[src/rtl/kbd_cmd_pkg.sv]
package kbd_cmd_pkg;

    typedef enum logic [1:0] {
        ST_IDLE  = 2'd0,
        ST_CMD   = 2'd1,
        ST_PARAM = 2'd2,
        ST_READ  = 2'd3
    } txn_state_e;

    localparam int BYTE_W = 8;
    localparam int WORD_W = 16;

    // command codes
    localparam logic [7:0] OP_ID_RD    = 8'h80;
    localparam logic [7:0] OP_CFG_WR   = 8'h81;
    localparam logic [7:0] OP_STAT_RD  = 8'h82;
    localparam logic [7:0] OP_SOFT_RST = 8'h83;
    localparam logic [7:0] OP_PULL_WR  = 8'h84;
    localparam logic [7:0] OP_DIR_WR   = 8'h85;
    localparam logic [7:0] OP_LVL_WR   = 8'h86;
    localparam logic [7:0] OP_DIR_RD   = 8'h87;
    localparam logic [7:0] OP_LVL_RD   = 8'h88;
    localparam logic [7:0] OP_ACT_WR   = 8'h8B;
    localparam logic [7:0] OP_ERR_RD   = 8'h8C;
    localparam logic [7:0] OP_DEB_WR   = 8'h8F;
    localparam logic [7:0] OP_SIZE_WR  = 8'h90;
    localparam logic [7:0] OP_SIZE_RD  = 8'h91;
    localparam logic [7:0] OP_CFG_RD   = 8'h92;
    localparam logic [7:0] OP_CLK_WR   = 8'h93;
    localparam logic [7:0] OP_CLK_RD   = 8'h94;
    localparam logic [7:0] OP_DONE     = 8'hFF;

    // error byte bit positions
    localparam int ERR_BAD_PARAM = 0;
    localparam int ERR_UNKNOWN   = 1;
    localparam int ERR_KEY_OVF   = 2;
    localparam int ERR_FIFO_OVF  = 6;

    // status byte bit positions
    localparam int STAT_ERROR  = 3;
    localparam int STAT_NOINIT = 4;

    // reset values
    localparam logic [7:0] RST_CFG    = 8'h80;
    localparam logic [7:0] RST_STAT   = 8'h10;
    localparam logic [7:0] RST_ACT    = 8'd125;
    localparam logic [7:0] RST_DEB    = 8'd3;
    localparam logic [7:0] RST_SIZE   = 8'h33;
    localparam logic [7:0] RST_CLK    = 8'h08;

    localparam logic [7:0]  SOFT_RST_KEY = 8'hAA;
    localparam logic [15:0] CHIP_ID      = 16'h0400;

    // keypad size limits (per nibble)
    localparam int KP_MIN      = 3;
    localparam int KP_ROWS_MAX = 12;
    localparam int KP_COLS_MAX = 8;

endpackage

[src/rtl/kbd_txn_fsm.sv]
module kbd_txn_fsm
    import kbd_cmd_pkg::*;
#(
    parameter int IDX_W = 4
) (
    input  logic              clk,
    input  logic              rst_n,
    input  logic              start_wr,
    input  logic              start_rd,
    input  logic              wr_valid,
    input  logic [7:0]        wr_data,
    input  logic              rd_req,
    input  logic              cmd_done,
    output logic [7:0]        cmd_q,
    output logic [IDX_W-1:0]  idx_q,
    output logic              param_fire,
    output logic              rd_fire
);

    localparam logic [IDX_W-1:0] IDX_MAX = {IDX_W{1'b1}};

    txn_state_e state_q, state_d;
    logic       any_start;
    logic       cmd_load;

    assign any_start = start_wr | start_rd;

    // state register
    always_ff @(posedge clk or negedge rst_n) begin
        if (!rst_n) state_q <= ST_IDLE;
        else        state_q <= state_d;
    end

    // next state
    always_comb begin
        state_d = state_q;
        if (start_wr) begin
            state_d = ST_CMD;
        end else if (start_rd) begin
            state_d = ST_READ;
        end else begin
            unique case (state_q)
                ST_IDLE:  begin end
                ST_CMD:   if (wr_valid) state_d = ST_PARAM;
                ST_PARAM: begin end
                ST_READ:  begin end
            endcase
        end
    end

    // outputs of the state machine
    always_comb begin
        cmd_load   = (state_q == ST_CMD)   && wr_valid && !any_start;
        param_fire = (state_q == ST_PARAM) && wr_valid && !any_start;
        rd_fire    = (state_q == ST_READ)  && rd_req   && !any_start;
    end

    always_ff @(posedge clk or negedge rst_n) begin
        if (!rst_n) begin
            idx_q <= '0;
            cmd_q <= OP_DONE;
        end else begin
            if (any_start)
                idx_q <= '0;
            else if ((param_fire || rd_fire) && idx_q != IDX_MAX)
                idx_q <= idx_q + 1'b1;

            if (cmd_load)
                cmd_q <= wr_data;
            else if (param_fire && cmd_done)
                cmd_q <= OP_DONE;
        end
    end

    assert_idx_restart_R1: assert property (@(posedge clk) disable iff (!rst_n)
        (start_wr || start_rd) |=> (idx_q == '0));

    assert_done_marker_R10: assert property (@(posedge clk) disable iff (!rst_n)
        (param_fire && cmd_done) |=> (cmd_q == OP_DONE));

endmodule

[src/rtl/kbd_reg_file.sv]
module kbd_reg_file
    import kbd_cmd_pkg::*;
#(
    parameter int IDX_W = 4
) (
    input  logic              clk,
    input  logic              rst_n,
    input  logic              param_fire,
    input  logic [7:0]        cmd,
    input  logic [IDX_W-1:0]  idx,
    input  logic [7:0]        wdata,
    input  logic              rd_fire,
    input  logic              rd_known,
    output logic              cmd_done,
    output logic [7:0]        cfg_q,
    output logic [7:0]        act_q,
    output logic [7:0]        deb_q,
    output logic [7:0]        size_q,
    output logic [7:0]        clk_q,
    output logic [WORD_W-1:0] dir_q,
    output logic [WORD_W-1:0] pull_q,
    output logic [WORD_W-1:0] lvl_q,
    output logic [7:0]        stat_q,
    output logic [7:0]        err_q,
    output logic              fifo_clr,
    output logic              irq_n
);

    logic [7:0]        cfg_d, act_d, deb_d, size_d, clk_d, stat_d, err_set;
    logic [WORD_W-1:0] dir_d, pull_d, lvl_d;
    logic              soft_rst, cfg_we;
    logic [3:0]        rows, cols;
    logic              first_byte;

    assign rows       = wdata[3:0];
    assign cols       = wdata[7:4];
    assign first_byte = (idx == '0);

    function automatic logic [WORD_W-1:0] word_update(
        input logic [WORD_W-1:0] cur, input logic lo, input logic [7:0] b);
        logic [WORD_W-1:0] r;
        if (lo) r = {{(WORD_W-8){1'b0}}, b};
        else    r = {b, cur[7:0]};
        return r;
    endfunction

    // write decode
    always_comb begin
        cfg_d    = cfg_q;
        act_d    = act_q;
        deb_d    = deb_q;
        size_d   = size_q;
        clk_d    = clk_q;
        dir_d    = dir_q;
        pull_d   = pull_q;
        lvl_d    = lvl_q;
        err_set  = '0;
        soft_rst = 1'b0;
        cfg_we   = 1'b0;
        cmd_done = 1'b0;
        if (param_fire) begin
            case (cmd)
                OP_CFG_WR: begin
                    cfg_d    = wdata;
                    cfg_we   = 1'b1;
                    cmd_done = 1'b1;
                end
                OP_SOFT_RST: begin
                    cmd_done = 1'b1;
                    if (wdata == SOFT_RST_KEY) soft_rst = 1'b1;
                    else err_set[ERR_BAD_PARAM] = 1'b1;
                end
                OP_PULL_WR: begin
                    pull_d   = word_update(pull_q, first_byte, wdata);
                    cmd_done = !first_byte;
                end
                OP_DIR_WR: begin
                    dir_d    = word_update(dir_q, first_byte, wdata);
                    cmd_done = !first_byte;
                end
                OP_LVL_WR: begin
                    lvl_d    = word_update(lvl_q, first_byte, wdata);
                    cmd_done = !first_byte;
                end
                OP_ACT_WR: begin
                    act_d    = wdata;
                    cmd_done = 1'b1;
                end
                OP_DEB_WR: begin
                    deb_d    = wdata;
                    cmd_done = 1'b1;
                    if (wdata == 8'd0) err_set[ERR_BAD_PARAM] = 1'b1;
                end
                OP_SIZE_WR: begin
                    size_d   = wdata;
                    cmd_done = 1'b1;
                    if (rows < 4'(KP_MIN) || rows > 4'(KP_ROWS_MAX) ||
                        cols < 4'(KP_MIN) || cols > 4'(KP_COLS_MAX))
                        err_set[ERR_BAD_PARAM] = 1'b1;
                end
                OP_CLK_WR: begin
                    clk_d    = wdata;
                    cmd_done = 1'b1;
                    if (wdata[1] ^ wdata[0]) err_set[ERR_BAD_PARAM] = 1'b1;
                end
                OP_DONE: err_set[ERR_BAD_PARAM] = 1'b1;
                default: err_set[ERR_UNKNOWN] = 1'b1;
            endcase
        end
        if (rd_fire && !rd_known) err_set[ERR_UNKNOWN] = 1'b1;
        if (soft_rst) begin
            cfg_d  = RST_CFG;
            act_d  = RST_ACT;
            deb_d  = RST_DEB;
            size_d = RST_SIZE;
            clk_d  = RST_CLK;
        end
    end

    // status next value
    always_comb begin
        stat_d = stat_q;
        if (soft_rst) stat_d = RST_STAT;
        if (cfg_we)   stat_d = '0;
        if (rd_fire && cmd == OP_STAT_RD && !stat_q[STAT_NOINIT]) stat_d = '0;
        if (|err_set) stat_d[STAT_ERROR] = 1'b1;
    end

    always_ff @(posedge clk or negedge rst_n) begin
        if (!rst_n) begin
            cfg_q    <= RST_CFG;
            act_q    <= RST_ACT;
            deb_q    <= RST_DEB;
            size_q   <= RST_SIZE;
            clk_q    <= RST_CLK;
            dir_q    <= '0;
            pull_q   <= '0;
            lvl_q    <= '0;
            stat_q   <= RST_STAT;
            err_q    <= '0;
            fifo_clr <= 1'b0;
        end else begin
            cfg_q    <= cfg_d;
            act_q    <= act_d;
            deb_q    <= deb_d;
            size_q   <= size_d;
            clk_q    <= clk_d;
            dir_q    <= dir_d;
            pull_q   <= pull_d;
            lvl_q    <= lvl_d;
            stat_q   <= stat_d;
            err_q    <= err_q | err_set;
            fifo_clr <= cfg_we;
        end
    end

    assign irq_n = (stat_q == 8'd0);

    assert_err_sticky_R4: assert property (@(posedge clk) disable iff (!rst_n)
        ((err_q & $past(err_q)) == $past(err_q)));

    assert_err_flags_status_R4: assert property (@(posedge clk) disable iff (!rst_n)
        (err_q != $past(err_q)) |-> stat_q[STAT_ERROR]);

    assert_noinit_kept_R6: assert property (@(posedge clk) disable iff (!rst_n)
        (rd_fire && cmd == OP_STAT_RD && stat_q[STAT_NOINIT]) |=> stat_q[STAT_NOINIT]);

    assert_fifo_clr_pulse_R12: assert property (@(posedge clk) disable iff (!rst_n)
        fifo_clr |=> !fifo_clr);

    assert_cfg_releases_irq_R3: assert property (@(posedge clk) disable iff (!rst_n)
        (param_fire && cmd == OP_CFG_WR) |=> irq_n);

endmodule

[src/rtl/kbd_rd_mux.sv]
module kbd_rd_mux
    import kbd_cmd_pkg::*;
#(
    parameter int IDX_W = 4
) (
    input  logic [7:0]        cmd,
    input  logic [IDX_W-1:0]  idx,
    input  logic [7:0]        stat,
    input  logic [7:0]        err,
    input  logic [3:0]        cfg_lo,
    input  logic [7:0]        size,
    input  logic [5:0]        clk_hi,
    input  logic [WORD_W-1:0] dir,
    input  logic [WORD_W-1:0] lvl,
    output logic [7:0]        rd_byte,
    output logic              known
);

    logic [WORD_W-1:0] val;
    logic              by_index;

    always_comb begin
        known    = 1'b1;
        by_index = 1'b1;
        val      = '0;
        case (cmd)
            OP_ID_RD:   val = CHIP_ID;
            OP_STAT_RD: val = {8'h00, stat};
            OP_DIR_RD:  val = dir;
            OP_LVL_RD:  val = lvl;
            OP_ERR_RD:  begin by_index = 1'b0; val = {8'h00, err}; end
            OP_SIZE_RD: begin by_index = 1'b0; val = {8'h00, size}; end
            OP_CFG_RD:  begin by_index = 1'b0; val = {12'h000, cfg_lo}; end
            OP_CLK_RD:  begin by_index = 1'b0; val = {8'h00, clk_hi, 2'b10}; end
            default:    known = 1'b0;
        endcase

        if (!known)               rd_byte = 8'h00;
        else if (!by_index)       rd_byte = val[7:0];
        else if (idx == '0)       rd_byte = val[7:0];
        else if (idx == 'd1)      rd_byte = val[15:8];
        else                      rd_byte = 8'h00;
    end

endmodule

[src/rtl/kbd_cmd_ctrl.sv]
module kbd_cmd_ctrl
    import kbd_cmd_pkg::*;
#(
    parameter int IDX_W = 4
) (
    input  logic        clk,
    input  logic        rst_n,
    input  logic        start_wr,
    input  logic        start_rd,
    input  logic        wr_valid,
    input  logic [7:0]  wr_data,
    input  logic        rd_req,
    output logic [7:0]  rd_data,
    output logic        rd_valid,
    output logic        irq_n,
    output logic        fifo_clr,
    output logic [7:0]  cfg_o,
    output logic [7:0]  act_time_o,
    output logic [7:0]  debounce_o,
    output logic [7:0]  key_size_o,
    output logic [7:0]  clock_o,
    output logic [15:0] gpio_dir_o,
    output logic [15:0] gpio_pull_o,
    output logic [15:0] gpio_level_o
);

    logic [7:0]       cmd_q;
    logic [IDX_W-1:0] idx_q;
    logic             param_fire, rd_fire, cmd_done, rd_known;
    logic [7:0]       stat_q, err_q, rd_byte;

    kbd_txn_fsm #(.IDX_W(IDX_W)) u_fsm (
        .clk        (clk),
        .rst_n      (rst_n),
        .start_wr   (start_wr),
        .start_rd   (start_rd),
        .wr_valid   (wr_valid),
        .wr_data    (wr_data),
        .rd_req     (rd_req),
        .cmd_done   (cmd_done),
        .cmd_q      (cmd_q),
        .idx_q      (idx_q),
        .param_fire (param_fire),
        .rd_fire    (rd_fire)
    );

    kbd_reg_file #(.IDX_W(IDX_W)) u_regs (
        .clk        (clk),
        .rst_n      (rst_n),
        .param_fire (param_fire),
        .cmd        (cmd_q),
        .idx        (idx_q),
        .wdata      (wr_data),
        .rd_fire    (rd_fire),
        .rd_known   (rd_known),
        .cmd_done   (cmd_done),
        .cfg_q      (cfg_o),
        .act_q      (act_time_o),
        .deb_q      (debounce_o),
        .size_q     (key_size_o),
        .clk_q      (clock_o),
        .dir_q      (gpio_dir_o),
        .pull_q     (gpio_pull_o),
        .lvl_q      (gpio_level_o),
        .stat_q     (stat_q),
        .err_q      (err_q),
        .fifo_clr   (fifo_clr),
        .irq_n      (irq_n)
    );

    kbd_rd_mux #(.IDX_W(IDX_W)) u_rd (
        .cmd     (cmd_q),
        .idx     (idx_q),
        .stat    (stat_q),
        .err     (err_q),
        .cfg_lo  (cfg_o[3:0]),
        .size    (key_size_o),
        .clk_hi  (clock_o[7:2]),
        .dir     (gpio_dir_o),
        .lvl     (gpio_level_o),
        .rd_byte (rd_byte),
        .known   (rd_known)
    );

    always_ff @(posedge clk or negedge rst_n) begin
        if (!rst_n) begin
            rd_valid <= 1'b0;
            rd_data  <= 8'h00;
        end else begin
            rd_valid <= rd_fire;
            if (rd_fire) rd_data <= rd_byte;
        end
    end

    assert_unknown_read_zero_R10: assert property (@(posedge clk) disable iff (!rst_n)
        (rd_fire && !rd_known) |=> (rd_data == 8'h00));

endmodule

[config.mk]
export PLATFORM = sky130hd
export DESIGN_NAME = kbd_cmd_ctrl
export DESIGN_NICKNAME = d
export VERILOG_FILES = /design/src/rtl/kbd_cmd_pkg.sv /design/src/rtl/kbd_txn_fsm.sv /design/src/rtl/kbd_reg_file.sv /design/src/rtl/kbd_rd_mux.sv /design/src/rtl/kbd_cmd_ctrl.sv
export SDC_FILE = /design/constraint.sdc
export NUM_CORES = 1
export LEC_CHECK = 0
export BUFFER_PORTS_ARGS = -buffer_cell sky130_fd_sc_hd__buf_2
export CELL_PAD_IN_SITES_DETAIL_PLACEMENT = 1
export CELL_PAD_IN_SITES_GLOBAL_PLACEMENT = 2
export CORE_ASPECT_RATIO = 1.75
export CORE_MARGIN = 1.5
export CORE_UTILIZATION = 30
export CTS_CLUSTER_SIZE = 12
export DETAILED_ROUTE_END_ITERATION = 8
export HOLD_SLACK_MARGIN = 0.02
export PLACE_DENSITY = 0.79
export SLEW_MARGIN = 20
export SYNTH_ARGS = -nofsm -noshare
export SYNTH_HDL_FRONTEND = slang
export SYNTH_HIERARCHICAL = 1
export SYNTH_SLANG_ARGS = --single-unit
[constraint.sdc]
create_clock -name clk -period 3 [get_ports clk]
set_input_delay 0.6 -clock clk [delete_from_list [all_inputs] [get_ports clk]]
set_output_delay 0.6 -clock clk [all_outputs]
set_load 0.05 [all_outputs]
==> results of run 1 <==
-- Yosys cell counts, drive strengths merged (3+ instances only) --
library cell and n:
a211oi 13, a21oi 13, a22o 6, a22oi 7, and3 4, buf 33
clkbuf 27, dfrtp 93, dfstp 23, ha 4, inv 23, mux2 32
mux2i 27, nand2 64, nand2b 9, nand3 33, nand3b 3, nand4b 3
nor2 27, nor2b 4, nor3 13, nor3b 7, nor4b 4, nor4bb 3
o211ai 6, o21a 3, o21ai 43, o22a 8, o22ai 9, or3b 9
or4b 4
-- cell type report --
cell class,count,area (sq um),area share (%)
Clock buffer,17,425,5.69
Clock inverter,15,181,2.42
Inverter,23,86.3,1.15
Multi-Input combinational cell,405,2780,37.1
Sequential cell,116,2930,39.2
Tap cell,245,307,4.10
Timing Repair Buffer,137,776,10.4
-- critical path: stages, from the launching register on --
cell,delay (ns)
dfstp_2,0.57
or4b_4,0.52
nor3b_4,0.23
nand3_1,0.13
a21boi_0,0.22
nand3b_1,0.14
a2111oi_4,0.54
o22a_1,0.24
-- metrics by stage --
step,utilization (%),cells
6_report,37.7,958
5_1_grt,37.7,958
4_1_cts,37.7,958
3_5_place_dp,34.7,926
3_3_place_gp,34.7,926
2_1_floorplan,-,604
-- flip-flops by register name (all words and copies together), names as in the netlist, 8 cells and up --
signal,cells
u_fsm/cmd_q,8
rd_data,8
u_regs/deb_q,8
u_regs/act_q,8
u_regs/size_q,8
u_regs/pull_q,16
u_regs/lvl_q,16
u_regs/dir_q,16
u_regs/clk_q,8
u_regs/cfg_q,8
-- cell families after synthesis --
| kind of cell | synth area share [%] |
|---|---|
| AOI/OAI and AO/OA | 14.7 |
| xor gates and xnor gates | 0.144 |
| DFF | 48.3 |
| adders and majority gates | 0.824 |
| and+or+nand+nor | 18.0 |
| buffers and inverters | 6.78 |
| other | 0.0618 |
| muxes | 11.3 |
-- power breakdown --
group	total (mW)	switching (mW)	internal [mW]	leakage, nW
combinational	0.550	0.350	0.200	1.80
clock	2.10	0.787	1.31	0.282
sequential	1.71	0.0858	1.62	1.48
total	4.35	1.22	3.13	3.56
-- path summary, 6_finish.rpt --
kind,from,end,depth (start not counted)
max reg2reg,u_fsm/cmd_q[7],u_fsm/cmd_q[3],7
min in group clk,start_wr,u_fsm/state_q[1],2
max in group asynchronous,rst_n,u_regs/clk_q[3],2
min,rst_n,u_regs/pull_q[2],1
min reg2reg,u_regs/err_q[0],u_regs/err_q[0],1
max,u_fsm/cmd_q[7],u_fsm/cmd_q[3],7
-- per-layer routing --
layer	share of wire (%)	routed length, microns	global-route usage [%]	vias to the layer above
met3	2.8	562	3.04	25
met5	0	0	0	-
met2	57	11500	38.1	106
met1	39	7810	20.9	2612
met4	2.2	444	6.95	0
li1	-	-	-	2324
==> run_results.csv, run 1 <==
group,metric,value,unit
hold_path,hp-class,"input port to async pin",
floorplan,dieHeight,191,microns
setup_path,reg2reg_slack,0.35,ns
timing,clock_skew,0.00478,ns
cells_and_area,design_area,7480,sq um
timing,hold_slack,0.212,ns
logic_synthesis,synth_edf_count,0,
cells_and_area,antenna_cells,0,
logic_synthesis,syn_avg_cell_area,10.2,sq um
place,preCtsSetupSlack,0.276,ns
clock_tree,cts_max_path_buffers,2,
routing,routed_wl,20300,microns
floorplan,die_w,111,microns
timing,rsz0062_at_grt,"no",
clock_tree,worstSkewPairLatency,0.42,ns
logic_synthesis,syn-instance-count,593,
clock_tree,cts_repair_resize_count,0,
place,gp_congestion,0.803,
power,power,4.35,mW
clock_tree,cts_setup_buffers,0,
global_route,grt_antenna_before_repair,0,
logic_synthesis,synth.distinct_cells,73,
routing,dr.first_iter.drc_count,240,
routing,wl_per_cell,21.2,microns
job,maxCapViolCount,0,
run_status,status,"completed",
clock_tree,cts_tree,"done",
place,dp_hpwl,14900,microns
logic_synthesis,ys_warn_count,6,
timing,maxSlewViolCount,0,
clock_tree,cts_buffers,17,
clock_tree,cts_hold_buffers,0,
floorplan,die_area,21100,sq um
logic_synthesis,synth.largest_area_cell,"dfrtp_1",
global_route,first_global_vias,5376,
global_route,grt_pass1_wl,31400,microns
floorplan,coreArea,19800,sq um
cells_and_area,final_cell_mix,"buf_2 (111), dfrtp_1 (93), nand2_1 (64)",
timing,fmax,378,MHz
logic_synthesis,synthFlopType,"dfrtp_1",
setup_path,critPathLaunchType,"register",
place,placedInstanceArea,6880,sq um
global_route,grtUsageTotal,19.5,%
timing,finalHoldViolCount,0,
logic_synthesis,synth_top_area_share,38.3,%
timing,fin_crit,2.65,ns
clock_tree,htree_levels,4,
clock_tree,numClockSinks,116,
routing,firstDrtPassIters,4,
timing,setup_tns,0,ns
logic_synthesis,ys_seq_elements,116,
routing,vias,5067,
routing,viasPerCell,5.29,
power,irDropWorstVdd,0.292,mV
timing,worstMarginPinSlew,1.03,ns
timing,fin_crit_sh,88.2,%
clock_tree,clk_pin_slew,0.06,ns
floorplan,fp-row-count,68,
cells_and_area,nets,718,
power,leakagePower,3.56,nW
power,powerDensity,582,nW/um^2
timing,timing.final.ws_setup,0.353,ns
cells_and_area,fill_cells,2263,
timing,slew_headroom,31.4,%
logic_synthesis,synth_area,6070,sq um
setup_path,critPathKind,"register to register",
setup_path,worst_ep_required_time,3.36,ns
cells_and_area,layout-drive-gt1-share,33.8,%
logic_synthesis,synth_seq_area_share,48.3,%
global_route,grt_remaining_overflow,0,
timing,setup_violations,0,
global_route,grt_max_degree,66,
routing,drcViolationCount,0,
cells_and_area,syn_to_final_growth,23.2,%
logic_synthesis,async_reset_ff_share,100,%
floorplan,start_util,30.6,%
routing,ant_nets,0,
logic_synthesis,synth_area_leaders,"dfrtp_1 (38%), dfstp_2 (10%), mux2i_1 (4.5%)",
place,io_buffers,112,
setup_path,arrival,3.01,ns
floorplan,pin_count,113,
setup_path,critPathCaptureType,"register",
clock_tree,cts-root-buf,"clkbuf_16",
cells_and_area,layout_commonest_cell,"buf_2",
setup_path,path_max_fanout,8,
(Power assumes the default switching activity.)
==> run 2: changes to the inputs <==
--- a/config.mk
+++ b/config.mk
@@ -5,6 +5,7 @@
 export SDC_FILE = /design/constraint.sdc
 export NUM_CORES = 1
 export LEC_CHECK = 0
+export ABC_AREA = 1
 export BUFFER_PORTS_ARGS = -buffer_cell sky130_fd_sc_hd__buf_2
 export CELL_PAD_IN_SITES_DETAIL_PLACEMENT = 1
 export CELL_PAD_IN_SITES_GLOBAL_PLACEMENT = 2
@@ -14,7 +15,7 @@
 export CTS_CLUSTER_SIZE = 12
 export DETAILED_ROUTE_END_ITERATION = 8
 export HOLD_SLACK_MARGIN = 0.02
-export PLACE_DENSITY = 0.79
+export PLACE_DENSITY = 0.83
 export SLEW_MARGIN = 20
 export SYNTH_ARGS = -nofsm -noshare
 export SYNTH_HDL_FRONTEND = slang
==> run 2 against run 1 <==
First-iteration DRC count shrank 7.5%. Core utilization shrank 0.58 points. Sequential share of layout area shrank 0.46 points. Maximum frequency grew 16%. Routed wire length up 3.8%. Non-clock buffer count fell by 17. Cell area grew 1.2%. Worst setup slack improved by 0.37 ns. The run now ends with design-rule violations left.
==> run_results.csv, run 2 <==
group,metric,value,unit
run_status,status,"finished with violations",
run_status,violations,"design-rule violations",
global_route,grt_pass1_wl,32900,microns
global_route,grt_antenna_before_repair,0,
setup_path,path_max_fanout,26,
clock_tree,cts_max_path_buffers,2,
logic_synthesis,synth_compound_area_share,10.9,%
clock_tree,cts_repair_resize_count,0,
cells_and_area,final_cell_mix,"nand2_1 (240), buf_2 (111), dfrtp_1 (93)",
logic_synthesis,syn_avg_cell_area,8.05,sq um
logic_synthesis,synth_fa_ha_area_share,0.802,%
setup_path,cp_cell_sequence,"nand2_2 -> nor2_4 -> buf_4 -> nand3_1 -> nand2_1 -> nor2_1 -> nand3_1 -> nand2_1 -> nand2_1 -> nand2_1 -> nand2_1",
logic_synthesis,synth_area,6240,sq um
setup_path,r2r-end,"rd_data[7]",
cells_and_area,reg_top3,"u_regs/dir_q: 16 flops, u_regs/lvl_q: 16 flops, u_regs/pull_q: 16 flops",
place,gp_congestion,0.827,
setup_path,crit_path_start,"u_fsm/cmd_q[7]",
hold_path,hp-class,"input port to async pin",
setup_path,critPathLaunchType,"register",
floorplan,coreArea,20400,sq um
place,dp_hpwl,15700,microns
timing,setup_violations,0,
setup_path,critPathCapture,"rd_data[7]",
global_route,grtUsageTotal,20.0,%
logic_synthesis,syn-instance-count,775,
clock_tree,cts_tree,"done",
clock_tree,cts_setup_buffers,0,
logic_synthesis,synth_seq_area_share,47.0,%
clock_tree,numClockSinks,116,
clock_tree,htree_levels,4,
logic_synthesis,synth.largest_area_cell,"dfrtp_1",
setup_path,cpPeakStageDelay,0.57,ns
cells_and_area,antenna_cells,0,
logic_synthesis,synthMuxAreaShare,0,%
logic_synthesis,synth_area_leaders,"dfrtp_1 (37%), nand2_1 (14%), dfstp_2 (9.7%)",
cells_and_area,layout-drive-gt1-share,30.3,%
logic_synthesis,synth_edf_count,0,
setup_path,cp_common_cell,"nand2_1",
setup_path,critPathCaptureType,"register",
floorplan,fp-row-count,69,
setup_path,cpLargestDelayFamily,"simple AND/OR/NAND/NOR gates",
floorplan,die_w,112,microns
routing,ant_nets,0,
setup_path,critPathKind,"register to register",
clock_tree,worstSkewPairLatency,0.42,ns
cells_and_area,syn_to_final_growth,21.4,%
logic_synthesis,yosys.area_share.xor_xnor,0,%
routing,routed_wl,21000,microns
routing,firstDrtPassIters,6,
timing,finalHoldViolCount,0,
setup_path,critPathSlowestCell,"dfstp_2",
setup_path,path_buf_inv,1,
global_route,grt_max_degree,52,
timing,rsz0062_at_grt,"no",
timing,slew_headroom,45.4,%
cells_and_area,finish.utilization,37.2,%
cells_and_area,fill_cells,2506,
routing,drcViolationCount,8,
job,maxCapViolCount,0,
logic_synthesis,synthTopCellsByCount,"nand2_1 (240), dfrtp_1 (93), nor2_1 (88)",
global_route,first_global_vias,5886,
timing,clock_skew,0.00736,ns
place,io_buffers,112,
setup_path,arrival,2.64,ns
logic_synthesis,async_reset_ff_share,100,%
floorplan,start_util,30.6,%
timing,maxSlewViolCount,0,
routing,dr.first_iter.drc_count,222,
cells_and_area,layout_commonest_cell,"nand2_1",
timing,fmax,438,MHz
power,leakagePower,3.97,nW
clock_tree,cts_buffers,17,
clock_tree,cts-root-buf,"clkbuf_16",
logic_synthesis,synthFlopType,"dfrtp_1",
setup_path,rr_worst_depth,11,
floorplan,dieHeight,194,microns
clock_tree,cts_hold_buffers,0,
routing,viasPerCell,4.81,
timing,worstMarginPinSlew,0.817,ns
logic_synthesis,ys_warn_count,6,
clock_tree,clk_pin_slew,0.06,ns
setup_path,reg2reg_slack,0.72,ns
logic_synthesis,synth.distinct_cells,38,
logic_synthesis,synth_top_area_share,37.3,%
logic_synthesis,synth_most_common_cell,"nand2_1",
timing,setup_tns,0,ns
timing,fin_crit_sh,76.0,%
setup_path,r2r-start,"u_fsm/cmd_q[7]",
power,powerDensity,560,nW/um^2
cells_and_area,nets,910,
power,irDropWorstVdd,0.293,mV
timing,fin_crit,2.28,ns
logic_synthesis,ys_seq_elements,116,
global_route,grt_remaining_overflow,0,
floorplan,die_area,21700,sq um
floorplan,pin_count,113,
logic_synthesis,yosys.area_share.simple,33.9,%
routing,wl_per_cell,18.3,microns
setup_path,worst_ep_required_time,3.36,ns
routing,vias,5549,
setup_path,path_depth,11,
logic_synthesis,synth_top_family_by_area,"simple AND/OR/NAND/NOR gates",
==> run 2: kinds of logic (layout without fill, tap and decap cells) <==
group / count (synthesis) / count (layout)
simple gates: 467 / 467
flops: 116 / 116
compound gates: 100 / 100
buf+inv: 87 / 206
fa+ha+maj: 4 / 4
other cells: 1 / 12
==> run 2: metrics by stage <==
| step | cells | hold WS [ns] | setup slack [ns] | power [mW] | cell area, sq um |
|---|---|---|---|---|---|
| 2_1_floorplan | 786 | 0.304 | 0.925 | 2.01 | 6280 |
| 3_3_place_gp | 1121 | 0.447 | 0.428 | 2.16 | 6970 |
| 3_5_place_dp | 1121 | 0.453 | 0.382 | 2.17 | 6970 |
| 4_1_cts | 1153 | 0.146 | 0.704 | 4.29 | 7570 |
| 5_1_grt | 1153 | 0.165 | 0.529 | 4.40 | 7570 |
| 6_report | 1153 | 0.146 | 0.719 | 4.24 | 7570 |
==> run 2: worst reg2reg max path, cell delays in order (launching register included) <==
cell and delay, ns:
dfstp_2 0.57, nand2_2 0.11, nor2_4 0.51, buf_4 0.38, nand3_1 0.10, nand2_1 0.09, nor2_1 0.04, nand3_1 0.14
nand2_1 0.10, nand2_1 0.07, nand2_1 0.05, nand2_1 0.06
==> run 2: metal layers <==
metal / global-route usage (%) / up-vias / routed length, microns
met5: 0 / - / 0
met4: 9.56 / 0 / 790
met1: 21.2 / 2698 / 7960
li1: - / 2724 / -
met3: 3.09 / 33 / 552
met2: 38.1 / 94 / 11700
==> run 2: how the worst min path moves through the flow <==
| stage | start | to | slack [ns] | cells after the start |
|---|---|---|---|---|
| after floorplan | rst_n | rd_data[0] | 0.30 | 0 |
| after global placement | u_regs/err_q[0] | u_regs/err_q[0] | 0.45 | 2 |
| after detailed placement | rd_data[5] | rd_data[5] | 0.45 | 2 |
| after CTS | rst_n | u_regs/pull_q[6] | 0.15 | 1 |
| after global routing | rst_n | u_regs/pull_q[2] | 0.17 | 1 |
| final | rst_n | u_regs/pull_q[5] | 0.15 | 1 |
==> run 2: final cells by class <==
cell class | count | area (sq um) | area share (%)
clock buffers | 22 | 474 | 6.26
clock inverters | 10 | 130 | 1.72
inverters | 54 | 205 | 2.71
multi-input cells | 583 | 2880 | 38.1
flip-flops and latches | 116 | 2930 | 38.7
well taps | 248 | 310 | 4.10
repair buffers | 120 | 636 | 8.40
==> run 2: where the power goes <==
part | internal [mW] | switching (mW) | total (mW) | leakage [nW]
sequential | 1.63 | 0.0635 | 1.69 | 1.51
clock | 1.36 | 0.746 | 2.11 | 0.296
combinational | 0.101 | 0.342 | 0.443 | 2.16
==> run 3: changes to the inputs <==
--- a/config.mk
+++ b/config.mk
@@ -11,11 +11,11 @@
 export CELL_PAD_IN_SITES_GLOBAL_PLACEMENT = 2
 export CORE_ASPECT_RATIO = 1.75
 export CORE_MARGIN = 1.5
-export CORE_UTILIZATION = 30
+export CORE_UTILIZATION = 29
 export CTS_CLUSTER_SIZE = 12
 export DETAILED_ROUTE_END_ITERATION = 8
 export HOLD_SLACK_MARGIN = 0.02
-export PLACE_DENSITY = 0.83
+export PLACE_DENSITY = 0.84
 export SLEW_MARGIN = 20
 export SYNTH_ARGS = -nofsm -noshare
 export SYNTH_HDL_FRONTEND = slang
==> constraint.sdc (replaced) <==
create_clock -name clk -period 1.97 [get_ports clk]
set_input_delay 0.394 -clock clk [delete_from_list [all_inputs] [get_ports clk]]
set_output_delay 0.394 -clock clk [all_outputs]
set_load 0.05 [all_outputs]
==> run 3 against run 2 <==
The run ends with negative setup slack left. Power rose by 61%. Non-clock buffer count increased by 54. Hold slack improved by 0.019 ns. Global-route usage hardly changed. Count of clock-buffer cells in the layout shrank 4. Largest power group unchanged. Highest routed layer unchanged.
==> run_results.csv, run 3 (synthesis gave the netlist of run 2 again) <==
group,metric,value,unit
place,gp_congestion,0.841,
clock_tree,cts_tree,"done",
cells_and_area,finish.utilization,39.0,%
hold_path,hp-class,"input port to register",
routing,routed_wl,22000,microns
routing,drcViolationCount,0,
power,powerDensity,835,nW/um^2
timing,timing.final.ws_setup,-0.000187,ns
timing,fin_crit_sh,100,%
cells_and_area,nets,965,
cells_and_area,seq_area,2930,sq um
setup_path,critPathKind,"register to register",
setup_path,cp_cell_sequence,"inv_1 -> nor2_4 -> nand2_4 -> buf_4 -> nor3_2 -> nand2_2 -> nand2_1 -> o21ai_2",
routing,ant_nets,0,
setup_path,reg2reg_slack,-0.0002,ns
floorplan,start_util,29.7,%
floorplan,dieHeight,197,microns
clock_tree,clk_pin_slew,0.06,ns
setup_path,cpLargestDelayFamily,"simple AND/OR/NAND/NOR gates",
cells_and_area,fill_cells,2645,
clock_tree,htree_levels,4,
place,dp_hpwl,16800,microns
run_status,status,"finished with violations",
cells_and_area,reg_top3,"u_regs/dir_q: 16 flops, u_regs/lvl_q: 16 flops, u_regs/pull_q: 16 flops",
power,leakagePower,4.31,nW
run_status,violations,"negative setup slack",
global_route,grt_max_degree,39,
cells_and_area,syn_to_final_growth,31.3,%
global_route,first_global_vias,6003,
timing,setup_violations,1,
floorplan,die_area,22400,sq um
routing,dr.first_iter.drc_count,245,
global_route,grtUsageTotal,20.0,%
clock_tree,cts_max_path_buffers,2,
setup_path,arrival,2.27,ns
floorplan,pin_count,113,
routing,viasPerCell,4.77,
cells_and_area,multi_input_comb_area,3010,sq um
clock_tree,numClockSinks,116,
setup_path,critPathCaptureType,"register",
setup_path,path_max_fanout,16,
clock_tree,worstSkewPairLatency,0.42,ns
routing,firstDrtPassIters,5,
global_route,grt_antenna_before_repair,0,
clock_tree,cts-root-buf,"clkbuf_16",
setup_path,critPathSlowestCell,"dfstp_2",
power,irDropWorstVdd,0.389,mV
timing,maxSlewViolCount,0,
routing,vias,5786,
floorplan,coreArea,21000,sq um
routing,wl_per_cell,18.2,microns
timing,fmax,508,MHz
clock_tree,cts_buffers,17,
cells_and_area,final_cell_mix,"nand2_1 (236), buf_2 (111), dfrtp_1 (93)",
timing,finalHoldViolCount,0,
timing,rsz0062_at_grt,"yes",
setup_path,path_buf_inv,2,
floorplan,fp-row-count,70,
cells_and_area,layout-drive-gt1-share,36.3,%
timing,fin_crit,1.97,ns
cells_and_area,antenna_cells,0,
timing,clock_skew,0.00886,ns
power,power,6.84,mW
setup_path,cpPeakStageDelay,0.57,ns
place,io_buffers,112,
job,maxCapViolCount,0,
global_route,grt_remaining_overflow,0,
floorplan,die_w,114,microns
setup_path,critPathLaunchType,"register",
global_route,grt_pass1_wl,33200,microns
setup_path,worst_ep_required_time,2.27,ns
cells_and_area,layout_commonest_cell,"nand2_1",
-- run 3: cell types whose count changed in the layout (fill, tap and decap cells not counted), sizes merged --
cell         delta
buf            +52
inv             +2
dlygate4sd3     +1
clkinv          -1
nor2            +1
bufinv          +1
clkinvlp        +2
clkbuf          -3
-- run 3: layout make-up --
type                    count  area share (%)
flip-flops and latches    116            35.8
multi-input cells         584            36.7
repair buffers            174            13.3
inverters                  54            2.50
well taps                 252            3.85
clock buffers              18            5.36
clock inverters            14            2.47
-- run 3: metal layers --
metal	vias up	track usage (%)	share of wire, %	wire length (microns)
li1	2824	-	-	-
met1	2827	20.5	36	7940
met2	99	39.4	58	12900
met3	36	3.04	2.8	620
met4	0	7.96	2.7	604
met5	-	0	0	0
-- run 3: power breakdown --
group	switching [mW]	internal, mW	total [mW]
clock network	1.19	2.16	3.35
registers	0.0866	2.47	2.56
logic	0.637	0.291	0.928
-- run 3: worst paths after layout --
| path | end | startpoint | cells after the start |
|---|---|---|---|
| worst max register to register | u_regs/lvl_q[8] | u_fsm/cmd_q[7] | 8 |
| worst min register to register | rd_data[3] | rd_data[3] | 2 |
| worst max-delay path | u_regs/lvl_q[8] | u_fsm/cmd_q[7] | 8 |
| max in group asynchronous | u_regs/size_q[5] | rst_n | 3 |
| min in group asynchronous | u_regs/pull_q[7] | rst_n | 2 |
| worst min-delay path | u_fsm/state_q[1] | start_wr | 2 |
-- run 3: worst register-to-register path, delay by kind of cell (launching register included) --
family | cells | cell delay (ns)
AO/OA/AOI/OAI | 1 | 0.07
buffers and inverters | 2 | 0.24
flip-flops | 1 | 0.57
AND/OR/NAND/NOR | 5 | 0.96
-- run 3: repair_timing --
item                       4_1_cts  5_1_grt
hold endpoints to repair        17        0
setup buffers                    1       12
hold buffers                     1        0
setup endpoints to repair       16       47
gates resized for setup          2       35
pin swaps                        0       14
cloned                           0        1
-- run 3: through the flow --
step	hold WS, ns	TNS [ns]	worst slack (ns)	cell area (sq um)	instances
after floorplan	0.0984	0	0.101	6280	786
after global placement	0.322	-0.256	-0.0352	7310	1165
after detailed placement	0.326	-0.660	-0.110	7310	1165
after CTS	0.145	0	0.00235	7980	1199
after global routing	0.172	-0.315	-0.0586	8190	1212
final	0.165	-0.000187	-0.000187	8190	1212
